--- src/rtl/simd_lane_pkg.sv ---
// Package: shared encodings for the predicated SIMD lane unit.
// Assumes: op and esize arrive on 2-bit plain ports and are decoded here.
package simd_lane_pkg;
    typedef enum logic [1:0] {
        ES_8  = 2'b00,
        ES_16 = 2'b01,
        ES_32 = 2'b10,
        ES_64 = 2'b11
    } lane_esize_e;

    localparam logic [1:0] OPC_ADD = 2'b00;
    localparam logic [1:0] OPC_SUB = 2'b01;

    localparam int BYTE_W = 8;
endpackage

--- src/rtl/lane_enable_expand.sv ---
// Module: lane_enable_expand
// Turns the byte-granular predicate into a per-byte lane enable. Each byte
// copies the predicate bit at the lowest byte index of its element.
// Assumes: NBYTES is a multiple of 8, so every 64-bit group lies inside the vector.
module lane_enable_expand
    import simd_lane_pkg::*;
#(
    parameter int NBYTES = 16
) (
    input  logic [NBYTES-1:0] pred,
    input  logic [1:0]        esize,
    output logic [NBYTES-1:0] byte_en
);
    for (genvar i = 0; i < NBYTES; i++) begin : g_byte
        localparam int BASE2 = i - (i % 2);
        localparam int BASE4 = i - (i % 4);
        localparam int BASE8 = i - (i % 8);
        // Pick this byte's governing predicate bit for the selected width.
        always_comb begin
            unique case (lane_esize_e'(esize))
                ES_8:    byte_en[i] = pred[i];
                ES_16:   byte_en[i] = pred[BASE2];
                ES_32:   byte_en[i] = pred[BASE4];
                default: byte_en[i] = pred[BASE8];
            endcase
        end
    end
endmodule

--- src/rtl/segmented_addsub.sv ---
// Module: segmented_addsub
// Adds or subtracts byte by byte along one carry chain. The chain restarts at
// every element boundary, so nothing carries between elements.
// Pass-through ops return src_a unchanged.
// Assumes: esize follows the R9 encoding.
module segmented_addsub
    import simd_lane_pkg::*;
#(
    parameter int NBYTES = 16
) (
    input  logic [NBYTES*8-1:0] src_a,
    input  logic [NBYTES*8-1:0] src_b,
    input  logic [1:0]          op,
    input  logic [1:0]          esize,
    output logic [NBYTES*8-1:0] arith
);
    localparam int VB = NBYTES * BYTE_W;

    logic        is_sub;
    logic        is_arith;
    logic [2:0]  grp_mask;

    // Decode the op and the in-element byte index mask.
    always_comb begin
        is_sub   = (op == OPC_SUB);
        is_arith = (op == OPC_ADD) || (op == OPC_SUB);
        grp_mask = 3'((4'd1 << esize) - 4'd1);
    end

    // Ripple through the bytes, reloading the carry at each element start.
    always_comb begin
        logic       cy;
        logic [8:0] s;
        cy    = 1'b0;
        arith = '0;
        for (int i = 0; i < NBYTES; i++) begin
            if ((3'(i) & grp_mask) == 3'd0) cy = is_sub;
            s  = {1'b0, src_a[i*8 +: 8]} + {1'b0, src_b[i*8 +: 8] ^ {8{is_sub}}} + 9'(cy);
            cy = s[8];
            arith[i*8 +: 8] = is_arith ? s[7:0] : src_a[i*8 +: 8];
        end
    end

    logic unused_vb;
    assign unused_vb = (VB == 0);
endmodule

--- src/rtl/lane_merge_select.sv ---
// Module: lane_merge_select
// Chooses each output byte. Active bytes take the arithmetic result. Inactive
// bytes take the old destination or zero, as zero_mode selects.
// Assumes: byte_en is already expanded to element granularity.
module lane_merge_select #(
    parameter int NBYTES = 16
) (
    input  logic [NBYTES*8-1:0] arith,
    input  logic [NBYTES*8-1:0] dst_old,
    input  logic [NBYTES-1:0]   byte_en,
    input  logic                zero_mode,
    output logic [NBYTES*8-1:0] merged
);
    for (genvar i = 0; i < NBYTES; i++) begin : g_sel
        // Per-byte three-way choice.
        always_comb begin
            if (byte_en[i])     merged[i*8 +: 8] = arith[i*8 +: 8];
            else if (zero_mode) merged[i*8 +: 8] = 8'h00;
            else                merged[i*8 +: 8] = dst_old[i*8 +: 8];
        end
    end
endmodule

--- src/rtl/pred_simd_lane.sv ---
// Module: pred_simd_lane (top)
// A predicated element-wise add, subtract or pass stage with a one-cycle
// registered output.
// Assumes: VEC_BITS is a power of two from 128 to 2048. The checker tests this.
module pred_simd_lane
    import simd_lane_pkg::*;
#(
    parameter int VEC_BITS = 256
) (
    input  logic                  clk,
    input  logic                  rst_n,
    input  logic                  in_valid,
    input  logic [1:0]            op,
    input  logic [1:0]            esize,
    input  logic                  zero_mode,
    input  logic [VEC_BITS-1:0]   src_a,
    input  logic [VEC_BITS-1:0]   src_b,
    input  logic [VEC_BITS-1:0]   dst_old,
    input  logic [VEC_BITS/8-1:0] pred,
    output logic                  out_valid,
    output logic [VEC_BITS-1:0]   result
);
    localparam int NBYTES = VEC_BITS / BYTE_W;

    logic [NBYTES-1:0]   byte_en;
    logic [VEC_BITS-1:0] arith;
    logic [VEC_BITS-1:0] merged;

    lane_enable_expand #(.NBYTES(NBYTES)) u_en (
        .pred    (pred),
        .esize   (esize),
        .byte_en (byte_en)
    );

    segmented_addsub #(.NBYTES(NBYTES)) u_alu (
        .src_a (src_a),
        .src_b (src_b),
        .op    (op),
        .esize (esize),
        .arith (arith)
    );

    lane_merge_select #(.NBYTES(NBYTES)) u_sel (
        .arith     (arith),
        .dst_old   (dst_old),
        .byte_en   (byte_en),
        .zero_mode (zero_mode),
        .merged    (merged)
    );

    // Output register: clears on reset and loads on valid input.
    always_ff @(posedge clk) begin
        if (!rst_n) begin
            out_valid <= 1'b0;
            result    <= '0;
        end else begin
            out_valid <= in_valid;
            if (in_valid) result <= merged;
        end
    end
endmodule

--- config.mk ---
export PLATFORM = sky130hd
export DESIGN_NAME = pred_simd_lane
export DESIGN_NICKNAME = d
export VERILOG_FILES = /design/src/rtl/simd_lane_pkg.sv /design/src/rtl/lane_enable_expand.sv /design/src/rtl/segmented_addsub.sv /design/src/rtl/lane_merge_select.sv /design/src/rtl/pred_simd_lane.sv
export SDC_FILE = /design/constraint.sdc
export NUM_CORES = 2
export LEC_CHECK = 0
export BUFFER_PORTS_ARGS = -buffer_cell sky130_fd_sc_hd__buf_2
export CAP_MARGIN = 40
export CORE_AREA = 2 2 411 413
export DETAILED_ROUTE_END_ITERATION = 10
export DIE_AREA = 0 0 413 415
export GPL_TIMING_DRIVEN = 0
export HOLD_SLACK_MARGIN = 0.03
export PLACE_DENSITY = 0.46
export SLEW_MARGIN = 20
export SYNTH_ARGS = -nofsm -noshare
export SYNTH_HDL_FRONTEND = slang
export SYNTH_SLANG_ARGS = --single-unit
--- constraint.sdc ---
create_clock -name clk -period 18.9 [get_ports clk]
set_input_delay 0.945 -clock clk [delete_from_list [all_inputs] [get_ports clk]]
set_output_delay 0.945 -clock clk [all_outputs]
set_load 0.05 [all_outputs]
==> flow_summary_export.csv <==
group,metric,value,unit
clock_tree,postCtsResizedCells,0,
global_route,grt_usage,0.3215,
power_and_ir_drop,power.density_cell_area,77.80,mW/mm2
placement,portBuffers,1062,
cells_and_area,layout.nets,5838,
min_path,timing.hold.worst_endpoint,"result[4]",
setup_path,timing.critical_path.to_type,"register",
logic_synthesis,synth-seq-cells,257,
setup_path,arrival,18.84,ns
timing,setup_viol,0,
setup_path,origin_of_the_critical_flop_to_flop_path,"result[135]",
floorplanning,starting_utilization_of_the_core_area,0.1653,
cells_and_area,relative_area_change_from_synthesis_to_final_layout,41.02,%
logic_synthesis,post_synth_mux_area_share,0.04705,
setup_path,ff2ff_path_depth,5,
cells_and_area,layout.cells.most_common_list,"1177 x buf_2, 312 x a21oi_1, 298 x o21ai_0",
timing,worst_pin_slew,0.9487,ns
timing,slew-limit-headroom,0.3550,
floorplanning,die_w,413,um
power_and_ir_drop,total_power,3.023,mW
min_path,holdCritPathClass,"register to register",
clock_tree,cts_made_buffers,44,
logic_synthesis,yosys.area_share.simple,0.1773,
floorplanning,std_cell_rows,150,
placement,dp.final_hpwl,239500,um
setup_path,required,19.39,ns
timing,clock_period_minus_worst_slack,18.34,ns
clock_tree,ctsLongestPathBuffers,3,
logic_synthesis,synthesized_area_fraction_occupied_by_ao_oa_aoi_and_oai_cells,0.2748,
setup_path,start_kind,"primary input",
logic_synthesis,syn_inst,3564,
setup_path,critical-path-max-stage-delay,0.59,ns
clock_tree,cts.clk_slew.worst_paths,0.06,ns
power_and_ir_drop,vdd_ir_drop_max,0.05925,mV
placement,gpl_wtd_cong,0.9452,
detailed_routing,via_count,36150,
logic_synthesis,synth_flop_cell,"dfxtp_1",
logic_synthesis,postSynthAreaPerCell,7.730,um2
min_path,hold_path.startpoint,"result[4]",
global_route,gr-total-overflow,0,
clock_tree,clock_tree.htree_level_count,2,
placement,placed_cells,6901,
detailed_routing,post_drt_via_cell_ratio,5.102,
logic_synthesis,synth_edf_count,0,
clock_tree,clk_root_buf,"clkbuf_16",
detailed_routing,routed_wl,287100,um
logic_synthesis,synthesis.yosys.warnings,0,
setup_path,worst_path_max_delay_cell,"a31oi_1",
timing,drv_slew,0,
logic_synthesis,syn_area,0.02755,mm2
clock_tree,tritoncts,"built",
timing,max_clock_freq,54.51,MHz
logic_synthesis,syn_nets,4658,
clock_tree,clock_insertion_delay_worst_skew,0.64,ns
logic_synthesis,synth_cell_type_count,81,
global_route,wire_length_of_the_first_global_routing_pass,356500,um
power_and_ir_drop,leakagePower,17.25,nW
min_path,worstHoldPathCells,2,
global_route,maximum_number_of_pins_on_one_net_before_global_route_repair,12,
setup_path,critical-path-top-cell-by-count,"fa_1",
detailed_routing,ant_nets,0,
setup_path,worst-path-max-fanout,10,
floorplanning,chipHeight,415,um
timing,min_period_over_period,0.9706,
global_route,grt_pass1_vias,34260,
timing,skew,0,ns
detailed_routing,routed_wire_length_per_instance,40.52,um
timing,setup_repair_after_global_routing_missed_its_margin,"false",
logic_synthesis,sequential_area_share_after_synthesis,0.1867,
cells_and_area,final-instance-count-excl-fill,7086,
setup_path,wp_buf_inv,4,
setup_path,regToRegEndpoint,"result[135]",
setup_path,critical_path_class,"primary input to register",
floorplanning,dieArea,0.1714,mm2
clock_tree,clock-sinks,257,
floorplanning,fp.coreArea,0.1667,mm2
cells_and_area,post_route_cells_drive_above_1_share,0.3119,
job,cap_violations,0,
floorplanning,io-pin-count,1065,
logic_synthesis,synth_top_family_by_area,"compound AO/OA/AOI/OAI gates",
detailed_routing,detail_route.iter0.violations,3585,
clock_tree,cts_setup_buffers,0,
cells_and_area,fillerInstances,18870,
logic_synthesis,synthAdderAreaFrac,0.1462,
clock_tree,cts.hold.buffers_added,0,
logic_synthesis,async_reset_ff_frac,0,
setup_path,critical_path.top_delay_family,"compound AO/OA/AOI/OAI gates",
detailed_routing,detailedRoute.firstPassIterationCount,6,
detailed_routing,drc,0,
status,outcome,"finished clean",
logic_synthesis,parity_gate_share_of_the_synthesized_area_counting_xor_and_xnor_cells,0.1097,
timing,final_hold_viol_count,0,
setup_path,reg2reg_slack,17.79,ns
cells_and_area,layout.cells.most_common,"buf_2",
global_route,number_of_antenna_violations_at_the_first_check_in_global_routing,240,
## metal layers
metal  vias to the layer above  track usage  part of all wire
met5                         -            0            0.0026
met4                       114       0.1297             0.045
met3                       597      0.08780             0.090
met2                      2215       0.5242              0.46
met1                     17790       0.3969              0.40
li1                      15440            -                 -
## cell families (layout without fill, tap and decap cells)
kind of cell,Yosys count,after routing
AO/OA/AOI/OAI,1180,1180
AND/OR/NAND/NOR,1005,1005
buffers and inverters,369,1582
XOR/XNOR,345,345
adder cells (fa/ha/maj),286,286
flip-flops,257,257
multiplexers,122,122
other,0,105
## sequential cells by signal (all words and copies together), names as in the netlist
name / count
result: 256
out_valid: 1
## power breakdown
group	switching [mW]	total, mW	internal (mW)
combinational	1.01	1.51	0.495
clock	0.383	0.894	0.511
sequential	0.0311	0.622	0.591
total	1.43	3.02	1.60
## cell usage after synthesis, types with 42 or more instances
master    number  share of area
a21oi_1      315          0.057
o21ai_0      298          0.054
xnor2_1      292          0.093
nor2_1       283          0.039
dfxtp_1      257           0.19
nand2_1      234          0.032
ha_1         226           0.10
inv_1        139          0.019
nand3_1      112          0.020
buf_2        108          0.020
nor2b_1       98          0.022
clkbuf_1      91          0.012
mux2i_1       89          0.032
nor3_1        87          0.016
o21a_1        82          0.022
fa_1          60          0.044
o211ai_1      57          0.016
xor2_1        53          0.017
a21o_1        46          0.013
a31oi_1       45          0.010
nor3b_1       42          0.011
## how the worst max path moves through the flow
stage | start | endpoint | slack, ns | depth (start not counted)
global placement | op[1] | result[126] | -0.84 | 69
finish | op[1] | result[125] | 0.56 | 68
CTS | op[1] | result[125] | 0.34 | 68
global route | op[1] | result[125] | 0.04 | 68
detailed placement | op[1] | result[125] | -0.27 | 68
floorplan | op[0] | result[254] | 4.97 | 69
## worst register-to-register path, delay by kind of cell (launching register included)
family	cells	cell delay [ns]
AOI/OAI and AO/OA	2	0.32
DFF	1	0.35
and+or+nand+nor	3	0.37
## metrics by stage
| stage | instance area (um2) | utilization | setup slack (ns) | hold WS, ns | setup TNS [ns] |
|---|---|---|---|---|---|
| after global routing | 38710 | 0.2323 | 0.04315 | 0.4916 | 0 |
| after floorplan | 27550 | - | 4.970 | 0.6761 | 0 |
| final | 38850 | 0.2331 | 0.5550 | 0.4656 | 0 |
| after CTS | 38570 | 0.2314 | 0.3395 | 0.4715 | 0 |
| after detailed placement | 37120 | 0.2227 | -0.2676 | 0.4514 | -0.6724 |
| after global placement | 35620 | 0.2138 | -0.8383 | 0.4462 | -3.443 |
## final cells by class
type	instances	area (um2)	area share
Multi-Input combinational cell	2938	20880	0.5375
Timing Repair Buffer	1134	6674	0.1718
Sequential cell	257	5145	0.1324
Tap cell	2204	2758	0.07098
Clock buffer	65	1291	0.03323
Buffer	226	1142	0.02940
Inverter	143	536.8	0.01382
Antenna cell	105	262.8	0.006763
Clock inverter	14	160.2	0.004122
Power figures use the tool's default switching activity.
